--- config.mk ---
export PLATFORM = sky130hd
export DESIGN_NAME = clkgen_pd_seq
export DESIGN_NICKNAME = d
export VERILOG_FILES = /design/src/rtl/clkgen_pd_pkg.sv /design/src/rtl/clkgen_pd_sync.sv /design/src/rtl/clkgen_pd_ctrl.sv /design/src/rtl/clkgen_pd_se_lane.sv /design/src/rtl/clkgen_pd_diff_lane.sv /design/src/rtl/clkgen_pd_seq.sv
export SDC_FILE = /design/constraint.sdc
export NUM_CORES = 1
export LEC_CHECK = 0
export CORE_AREA = 2 2 45 47
export CTS_BUF_LIST = sky130_fd_sc_hd__clkbuf_8
export CTS_CLUSTER_DIAMETER = 200
export CTS_CLUSTER_SIZE = 40
export DETAILED_ROUTE_END_ITERATION = 6
export DIE_AREA = 0 0 47 49
export DONT_BUFFER_PORTS = 1
export PLACE_DENSITY = 0.76
export SYNTH_ARGS = -nofsm -noshare
export SYNTH_HDL_FRONTEND = slang
export SYNTH_SLANG_ARGS = --single-unit
--- constraint.sdc ---
create_clock -name clk_i -period 2 [get_ports clk_i]
set_input_delay 0.5 -clock clk_i [delete_from_list [all_inputs] [get_ports clk_i]]
set_output_delay 0.5 -clock clk_i [all_outputs]
set_load 0.02 [all_outputs]
--- src/rtl/clkgen_pd_pkg.sv ---
package clkgen_pd_pkg;
  typedef enum logic [1:0] {
    PH_RUN  = 2'd0,
    PH_PARK = 2'd1,
    PH_DOWN = 2'd2,
    PH_LOCK = 2'd3
  } pd_phase_e;
endpackage

--- src/rtl/clkgen_pd_sync.sv ---
module clkgen_pd_sync #(
  parameter int STAGES = 2
) (
  input  logic clk_i,
  input  logic rst_ni,
  input  logic d_i,
  output logic q_o
);
  logic [STAGES-1:0] sr_q;
  always_ff @(posedge clk_i or negedge rst_ni) begin
    if (!rst_ni) sr_q <= '0;
    else         sr_q <= {sr_q[STAGES-2:0], d_i};
  end
  assign q_o = sr_q[STAGES-1];
endmodule

--- src/rtl/clkgen_pd_ctrl.sv ---
module clkgen_pd_ctrl
  import clkgen_pd_pkg::*;
#(
  parameter int TRI_CYC = 8
) (
  input  logic      clk_i,
  input  logic      rst_ni,
  input  logic      req_n_i,
  input  logic      cpuc_i,
  input  logic      pll_lock_i,
  input  logic      all_stop_i,
  output pd_phase_e phase_o,
  output logic      tri_rel_o
);
  localparam int TW = $clog2(TRI_CYC + 1);

  pd_phase_e      ph_q;
  logic           cpuc_q, hit_q, tri_rel_q;
  logic [TW-1:0]  tri_cnt_q;
  logic           cpuc_rise;

  assign cpuc_rise = cpuc_i & ~cpuc_q;

  always_ff @(posedge clk_i or negedge rst_ni) begin
    if (!rst_ni) begin
      ph_q      <= PH_DOWN;
      cpuc_q    <= 1'b0;
      hit_q     <= 1'b0;
      tri_rel_q <= 1'b0;
      tri_cnt_q <= '0;
    end else begin
      cpuc_q <= cpuc_i;
      unique case (ph_q)
        PH_RUN: if (cpuc_rise) begin
          if (!req_n_i) begin
            if (hit_q) begin
              ph_q      <= PH_PARK;
              hit_q     <= 1'b0;
              tri_rel_q <= 1'b0;
            end else hit_q <= 1'b1;
          end else hit_q <= 1'b0;
        end
        PH_PARK: if (all_stop_i) ph_q <= PH_DOWN;
        PH_DOWN: begin
          tri_cnt_q <= '0;
          if (req_n_i) ph_q <= PH_LOCK;
        end
        PH_LOCK: begin
          tri_cnt_q <= tri_cnt_q + 1'b1;
          if (tri_cnt_q == TW'(TRI_CYC - 1)) tri_rel_q <= 1'b1;
          if (pll_lock_i) begin
            ph_q      <= PH_RUN;
            tri_rel_q <= 1'b1;
          end
        end
        default: ph_q <= PH_DOWN;
      endcase
    end
  end

  assign phase_o   = ph_q;
  assign tri_rel_o = tri_rel_q;
endmodule

--- src/rtl/clkgen_pd_se_lane.sv ---
module clkgen_pd_se_lane (
  input  logic clk_i,
  input  logic rst_ni,
  input  logic lvl_i,
  input  logic park_i,
  input  logic run_i,
  output logic stop_o,
  output logic out_o
);
  logic lvl_q, stop_q;
  always_ff @(posedge clk_i or negedge rst_ni) begin
    if (!rst_ni) begin
      lvl_q  <= 1'b0;
      stop_q <= 1'b1;
    end else begin
      lvl_q <= lvl_i;
      // stop on falling edge, restart only in low phase
      if (park_i && !stop_q && lvl_q && !lvl_i) stop_q <= 1'b1;
      else if (run_i && stop_q && !lvl_i)       stop_q <= 1'b0;
    end
  end
  assign stop_o = stop_q;
  assign out_o  = stop_q ? 1'b0 : lvl_q;
endmodule

--- src/rtl/clkgen_pd_diff_lane.sv ---
module clkgen_pd_diff_lane (
  input  logic clk_i,
  input  logic rst_ni,
  input  logic lvl_i,
  input  logic mode_i,
  input  logic tri_rel_i,
  input  logic park_i,
  input  logic run_i,
  output logic stop_o,
  output logic t_o,
  output logic c_o,
  output logic oe_o
);
  logic lvl_q, stop_q, drv;
  always_ff @(posedge clk_i or negedge rst_ni) begin
    if (!rst_ni) begin
      lvl_q  <= 1'b0;
      stop_q <= 1'b1;
    end else begin
      lvl_q <= lvl_i;
      // stop on complement falling edge, restart while true leg high
      if (park_i && !stop_q && !lvl_q && lvl_i) stop_q <= 1'b1;
      else if (run_i && stop_q && lvl_i)        stop_q <= 1'b0;
    end
  end
  assign drv    = ~mode_i | tri_rel_i;
  assign stop_o = stop_q;
  assign t_o    = stop_q ? drv  : lvl_q;
  assign c_o    = stop_q ? 1'b0 : ~lvl_q;
  assign oe_o   = stop_q ? drv  : 1'b1;
endmodule

--- src/rtl/clkgen_pd_seq.sv ---
module clkgen_pd_seq
  import clkgen_pd_pkg::*;
#(
  parameter int N_SE    = 2,
  parameter int N_DIFF  = 2,
  parameter int TRI_CYC = 8
) (
  input  logic              clk_i,
  input  logic              rst_ni,
  input  logic              pin_ni,
  input  logic              pll_lock_i,
  input  logic              cpuc_i,
  input  logic [N_DIFF-1:0] drive_mode_i,
  input  logic [N_SE-1:0]   se_clk_i,
  input  logic [N_DIFF-1:0] diff_clk_i,
  output logic [N_SE-1:0]   se_o,
  output logic [N_DIFF-1:0] diff_t_o,
  output logic [N_DIFF-1:0] diff_c_o,
  output logic [N_DIFF-1:0] diff_oe_o,
  output logic              osc_en_o,
  output logic              pll_en_o,
  output logic [1:0]        phase_o
);
  logic              req_n_s, tri_rel, park, run, all_stop;
  logic [N_SE-1:0]   se_stop;
  logic [N_DIFF-1:0] df_stop;
  pd_phase_e         phase;

  clkgen_pd_sync #(.STAGES(2)) u_sync (
    .clk_i(clk_i), .rst_ni(rst_ni), .d_i(pin_ni), .q_o(req_n_s)
  );

  clkgen_pd_ctrl #(.TRI_CYC(TRI_CYC)) u_ctrl (
    .clk_i(clk_i), .rst_ni(rst_ni), .req_n_i(req_n_s), .cpuc_i(cpuc_i),
    .pll_lock_i(pll_lock_i), .all_stop_i(all_stop), .phase_o(phase),
    .tri_rel_o(tri_rel)
  );

  assign park     = (phase == PH_PARK);
  assign run      = (phase == PH_RUN);
  assign all_stop = (&se_stop) & (&df_stop);

  for (genvar i = 0; i < N_SE; i++) begin : g_se
    clkgen_pd_se_lane u_lane (
      .clk_i(clk_i), .rst_ni(rst_ni), .lvl_i(se_clk_i[i]), .park_i(park),
      .run_i(run), .stop_o(se_stop[i]), .out_o(se_o[i])
    );
  end

  for (genvar j = 0; j < N_DIFF; j++) begin : g_df
    clkgen_pd_diff_lane u_lane (
      .clk_i(clk_i), .rst_ni(rst_ni), .lvl_i(diff_clk_i[j]),
      .mode_i(drive_mode_i[j]), .tri_rel_i(tri_rel), .park_i(park),
      .run_i(run), .stop_o(df_stop[j]), .t_o(diff_t_o[j]),
      .c_o(diff_c_o[j]), .oe_o(diff_oe_o[j])
    );
  end

  assign osc_en_o = (phase != PH_DOWN);
  assign pll_en_o = (phase != PH_DOWN);
  assign phase_o  = phase;
endmodule

Word-level counts from Yosys, hierarchy flattened

Index checks and enable logic that the tools add are counted.

Add/subtract/negate cells: 1
Eq/ne operators: 12
Muxes and demuxes: 32
Bitwise operators: 9
Reductions and logical operators: 40

Operators by type and width:

| kind                  | number |
|---|---|
| $mux W1               | 23 |
| $logic_and A1 B1 Y1   | 20 |
| $ne A2 B2 Y1 const B  | 7 |
| $mux W2               | 6 |
| $reduce_bool A2 Y1    | 6 |
| $logic_not A1 Y1      | 8 |
| $pmux W2 S4           | 1 |
| $pmux W4 S2           | 1 |
| $reduce_and A2 Y1     | 3 |
| $reduce_and A6 Y1     | 1 |
| $not A1 Y1            | 5 |
| $reduce_and A5 Y1     | 1 |
| $add A4 B1 Y4 const B | 1 |
| $eq A2 B2 Y1 const B  | 2 |
| $eq A4 B3 Y1 const B  | 1 |
| $ne A3 B2 Y1 const B  | 1 |
| $and A1 B1 Y1         | 2 |
| $eq A2 B1 Y1 const B  | 1 |
| $logic_not A2 Y1      | 1 |
| $or A1 B1 Y1          | 2 |
| $pmux W1 S2           | 1 |

Bits in registers: 19
Input port bits: 11
Output and inout port bits: 12
Word-level logic and storage cells: 108

Longest topological paths before layout

Depth after elaboration: 5
Depth in mapped cells: 6
Mapped depth without buffers: 6

By module

A second synthesis with hierarchy kept.

Cell total of the unflattened synthesis: 80
Area total of the unflattened synthesis: 920.9 um^2

By module, submodules not included:

| module              | instances | cells an instance | area an instance (um^2) | sequential area each (um^2) |
|---|---|---|---|---|
| clkgen_pd_ctrl      | 1         | 47                | 508.0                   | 226.5 |
| clkgen_pd_diff_lane | 2         | 7                 | 85.1                    | 51.3 |
| clkgen_pd_se_lane   | 2         | 6                 | 78.8                    | 51.3 |
| clkgen_pd_sync      | 1         | 2                 | 50.0                    | 50.0 |
| clkgen_pd_seq       | 1         | 5                 | 35.0                    | 0.0 |

Worst setup path after synthesis

No wires, ideal clock.

Kind: register -> output
Start: register u_ctrl.ph_q[0] (netlist: u_ctrl.phase_o[0])
End: output pll_en_o
Arrival: 1.233 ns
Required time: 1.500 ns
Slack: 0.267 ns
Stages on the path, launching flop included: 5
Path buffers: 1
Cells stage by stage: dfrtp_1 -> inv_1 -> ha_1 -> inv_1 -> buf_4

Longest elaborated chain between the ends: 1

RTL lines:

| element                | line                 | RTL |
|---|---|---|
| from (decl)            | clkgen_pd_ctrl.sv:17 | `pd_phase_e ph_q;` |
| from (signal assigned) | clkgen_pd_ctrl.sv:26 | `ph_q <= PH_DOWN;` |
| from (signal assigned) | clkgen_pd_ctrl.sv:37 | `ph_q <= PH_PARK;` |
| from (signal assigned) | clkgen_pd_ctrl.sv:43 | `PH_PARK: if (all_stop_i) ph_q <= PH_DOWN;` |
| $ne A2 B2 Y1           | -                    |  |
| to (decl)              | clkgen_pd_seq.sv:21  | `output logic pll_en_o,` |

No other way between the ends.

Worst setup path in the final report

Start: register g_df[0].u_lane.stop_q
End: output diff_t_o[0]

Longest elaborated chain between the ends: 1

RTL lines:

| element                | line                      | RTL |
|---|---|---|
| from (decl)            | clkgen_pd_diff_lane.sv:14 | `logic lvl_q, stop_q, drv;` |
| from (signal assigned) | clkgen_pd_diff_lane.sv:18 | `stop_q <= 1'b1;` |
| from (signal assigned) | clkgen_pd_diff_lane.sv:22 | `if (park_i && !stop_q && !lvl_q && lvl_i) stop_q <= 1'b1;` |
| from (signal assigned) | clkgen_pd_diff_lane.sv:23 | `else if (run_i && stop_q && lvl_i) stop_q <= 1'b0;` |
| $mux W1                | clkgen_pd_diff_lane.sv:28 | `assign t_o = stop_q ? drv : lvl_q;` |
| to (decl)              | clkgen_pd_seq.sv:17       | `output logic [N_DIFF-1:0] diff_t_o,` |

No other way between the ends.

==> flow_results.org <==
** Status
- The run finished with clean final reports.

** Clock tree
- Post-cts resize count :: 0
- CTS saw 19 sinks.
- Clock Tree Buf Depth :: 2
- Clk Latency, worst-skew pair :: 0.26 ns
- TritonCTS built the clock tree.
- CTS HTree Levels :: 1
- CTS Buf Count :: 3
- The tree is rooted in a clkbuf_8.
- Clock-pin slew was measured on the worst setup and hold paths at 0.07 ns.

** STA
- Setup repair after global routing left no endpoint under its margin.
- Measured against its own limit, the worst slew margin works out to 0.5760.
- Based on the critical path, the design can be clocked at up to 0.5232 GHz.
- Aggregate negative setup slack :: 0 ns
- The number of pins with negative max-slew slack in the final report was 0.
- For the finished layout, the period the worst path requires is roughly 1.9 ns.
- The number of hold-slack violations in the final timing report was 0.
- Slew of the pin with the lowest slew margin :: 0.6340 ns
- Setup Viol. Count Final :: 0
- On the final layout, the worst clock skew is 0.003181 ns.
- Final setup slack of the worst path :: 0.08878 ns
- Dividing the final minimum period by the clock period gives 0.9556.
- The tightest hold path in the finished design has a slack of 0.07691 ns.

** Synth
- Summing every instance area after synthesis gives 970.9 sq um.
- Number of warnings issued by yosys :: 0
- Net Count, Synth :: 105
- Mean Syn Cell Area :: 11.03 sq um
- Of the synthesized area, sequential elements account for 0.4961.
- Area fraction in compound gates after synthesis :: 0.1559
- Synth Register Bits :: 19
- The netlist uses 28 different library cells.
- XOR/XNOR Fraction of Synth Area :: 0.01804
- Of the total synthesized cell area, the portion taken by AND, OR, NAND and NOR gates is 0.1198.
- By area, the combinational part of the netlist is dominated by compound AO/OA/AOI/OAI gates.
- Of the total synthesized cell area, the portion taken by full adders, half adders and majority gates is 0.07732.
- Counting every instance in the synthesized netlist gives 88.
- Measured against the total synthesized area, the mux share comes to 0.03608.

** Global route
- Overall track demand over capacity in global routing :: 0.1651
- Number of antenna violations at the first check in global routing :: 0
- Maximum number of pins on one net before global-route repair :: 15
- Global-route wire length before repair :: 2718 microns
- Residual overflow from global routing :: 0
- Via count of the first global-routing pass :: 630

** Power and ir drop
- Of the total power, registers draw 0.405.
- Switch Pwr :: ~0.00065 W
- Max IR drop VDD :: between 1 and 1.5 mV
- The internal portion of the total power is 0.0009415 W.
- Power per cell area :: 1579 mW/mm^2
- The share of total power dissipated in the clock network is 0.166.
- The analysis attributes to cell leakage a power of 0.4541 nW.
- Share of total power in combinational logic :: 0.429
- Switching Fraction :: 0.4089

** Setup path
- Type of destination of the critical path :: primary output
- For the worst setup path, the data required time is 1.50 ns.
- Reg2Reg Launch Point :: u_ctrl.phase_o[1]
- The setup check on the worst reg-to-reg path leaves a slack of 0.16 ns.
- The number of cells on the worst reg-to-reg path is 6.
- WP data arrival :: 1.41 ns
- Capturing point of the worst reg2reg path :: u_ctrl.phase_o[1]
- In this run the worst path has a maximum fanout of 5.
- The worst setup path is launched from a register.
- The critical path is of the reg -> out type.

** Routing
- Number of antenna-violating nets in the routed design :: 0
- WL per Instance :: 14.25 microns
- Number of DRC violations after detailed routing :: 0
- For this block, the routed nets add up to between 1500 and 2000 microns of wire.
- DR vias :: between 600 and 700
- Iteration count of the initial detailed-routing pass :: 4
- After detailed routing, the number of vias per cell comes to 5.646.
- After the first detailed-routing iteration, the DRC count stood at 8.

** Place
- Routability-driven placement finished with a final weighted congestion of 0.7311.
- Worst setup timing slack at the placement stage :: 0.1659 ns
- Total of buffers placed on input and output ports :: 0
- Post-detail-place hpwl :: 1195 microns

** Die
- From bottom edge to top edge, the die measures 49 microns.
- The core region is roughly 0.0018 sq mm.
- Initial cell density of the core :: 0.5272
- Rows :: 16
- The floorplan step defined a die boundary enclosing 0.002303 sq mm.
- During I/O placement, the number of pins put on the boundary was 23.
- X dimension of the die :: 47 microns

** Run
- Across the run, the number of max-cap violations was 0.

** Final layout
- Final net count :: around 100
- After filler insertion, the fill cell instance count of the layout stands at 165.
- Leaving out fill and tap cells, the most frequent cell in the layout is dfrtp_1.
- Leaving out fill and tap cells, the most frequent cells in the layout are dfrtp_1 (14), a31oi_1 (7).
- 0 antenna diodes ended up in the layout.
- Fraction of layout instances using a drive strength above 1 :: 0.2093
- Layout area overhead :: 3.866%

** Worst hold path
- The worst hold path belongs to the class in -> async.
how the worst max path moves through the flow:
stage                     slack (ns)                 to  depth (start not counted)                   from
final                           0.09        diff_t_o[0]                          2  g_df[0].u_lane.stop_o
after global routing            0.03        diff_t_o[0]                          2  g_df[0].u_lane.stop_o
after CTS                       0.09        diff_t_o[0]                          2  g_df[0].u_lane.stop_o
after detailed placement        0.17  u_ctrl.phase_o[1]                          5      u_ctrl.phase_o[1]
after global placement          0.23  u_ctrl.phase_o[1]                          6      u_ctrl.phase_o[1]
after floorplan                 0.27           pll_en_o                          4      u_ctrl.phase_o[0]
critical path, cell delays in order (launching register included):
cell     delay, ns
dfstp_2       0.57
nor2_1        0.14
a31oi_1       0.44
metal layers:
layer  global-route usage  share of wire  routed length [microns]  vias to the layer above
met5                    0              0                        0                        -
met4              0.06944          0.019                       30                        0
met3              0.04074          0.066                      107                        4
met2               0.2557           0.48                      774                       20
met1               0.2153           0.43                      697                      316
li1                     -              -                        -                      298
power groups by stage:
| stage | logic, W | registers (W) | clock network (W) |
|---|---|---|---|
| 5_1_grt | 0.000761 | 0.000661 | 0.000288 |
| 3_3_place_gp | 0.000663 | 0.000645 | 0 |
| 3_5_place_dp | 0.000682 | 0.000650 | 0 |
| 6_report | 0.000684 | 0.000645 | 0.000264 |
| 2_1_floorplan | 0.000617 | 0.000646 | 0 |
| 4_1_cts | 0.000691 | 0.000645 | 0.000271 |
per-stage QoR:
stage | instances | area (sq um) | util | total power [W]
2_1_floorplan | 88 | 970.9 | - | 0.001263
6_report | 113 | 1008 | 0.5476 | 0.001593
4_1_cts | 113 | 1008 | 0.5476 | 0.001607
3_3_place_gp | 108 | 952.2 | 0.5170 | 0.001308
3_5_place_dp | 108 | 952.2 | 0.5170 | 0.001333
5_1_grt | 113 | 1008 | 0.5476 | 0.001710
repair_timing:
item                                   in CTS  in global routing
buffers inserted                            0                  0
endpoints found under the hold margin      14                  0
hold buffers                                1                  0
cell usage after synthesis (all sizes together):
master / instances / share of area
dfrtp: 14 / 0.36
buf: 9 / 0.070
a31oi: 7 / 0.045
inv: 7 / 0.027
ha: 6 / 0.077
nand2: 6 / 0.023
nor2: 6 / 0.023
dfstp: 5 / 0.14
nand3: 4 / 0.021
nor2b: 3 / 0.019
a21oi: 2 / 0.022
a31o: 2 / 0.018
a32o: 2 / 0.021
mux2i: 2 / 0.021
o21ai: 2 / 0.010
a21o: 1 / 0.0077
a22o: 1 / 0.0090
mux2: 1 / 0.015
nand2b: 1 / 0.014
nand3b: 1 / 0.0077
nand4: 1 / 0.0064
nor3: 1 / 0.0051
o2111ai: 1 / 0.015
o21bai: 1 / 0.0077
xnor2: 1 / 0.0090
xor2: 1 / 0.0090
cells by family (layout without fill, tap and decap cells):
logic type               Yosys count  count (layout)
flip-flops                        19              19
buffers and inverters             16              14
multiplexers                       3               3
AO/OA/AOI/OAI                     19              19
adder cells (fa/ha/maj)            6               6
XOR/XNOR                           2               2
AND/OR/NAND/NOR                   23              23
layout make-up:
| cell class | instances | area, sq um | area share |
|---|---|---|---|
| Sequential cell | 19 | 481.7 | 0.4777 |
| Clock inverter | 1 | 5.005 | 0.004963 |
| Tap cell | 27 | 33.78 | 0.03350 |
| Inverter | 7 | 26.28 | 0.02605 |
| Multi-Input combinational cell | 53 | 395.4 | 0.3921 |
| Timing Repair Buffer | 3 | 25.02 | 0.02481 |
| Clock buffer | 3 | 41.29 | 0.04094 |
registers in the layout (all words and copies together), names as in the netlist:
signal	count
g_se.u_lane.stop_o	2
u_ctrl.cpuc_q	1
u_sync.sr_q	2
u_ctrl.tri_cnt_q	4
g_df.u_lane.stop_o	2
g_df.u_lane.lvl_q	2
u_ctrl.hit_q	1
g_se.u_lane.lvl_q	2
u_ctrl.tri_rel_o	1
u_ctrl.phase_o	2
Power figures use the tool's default switching activity.
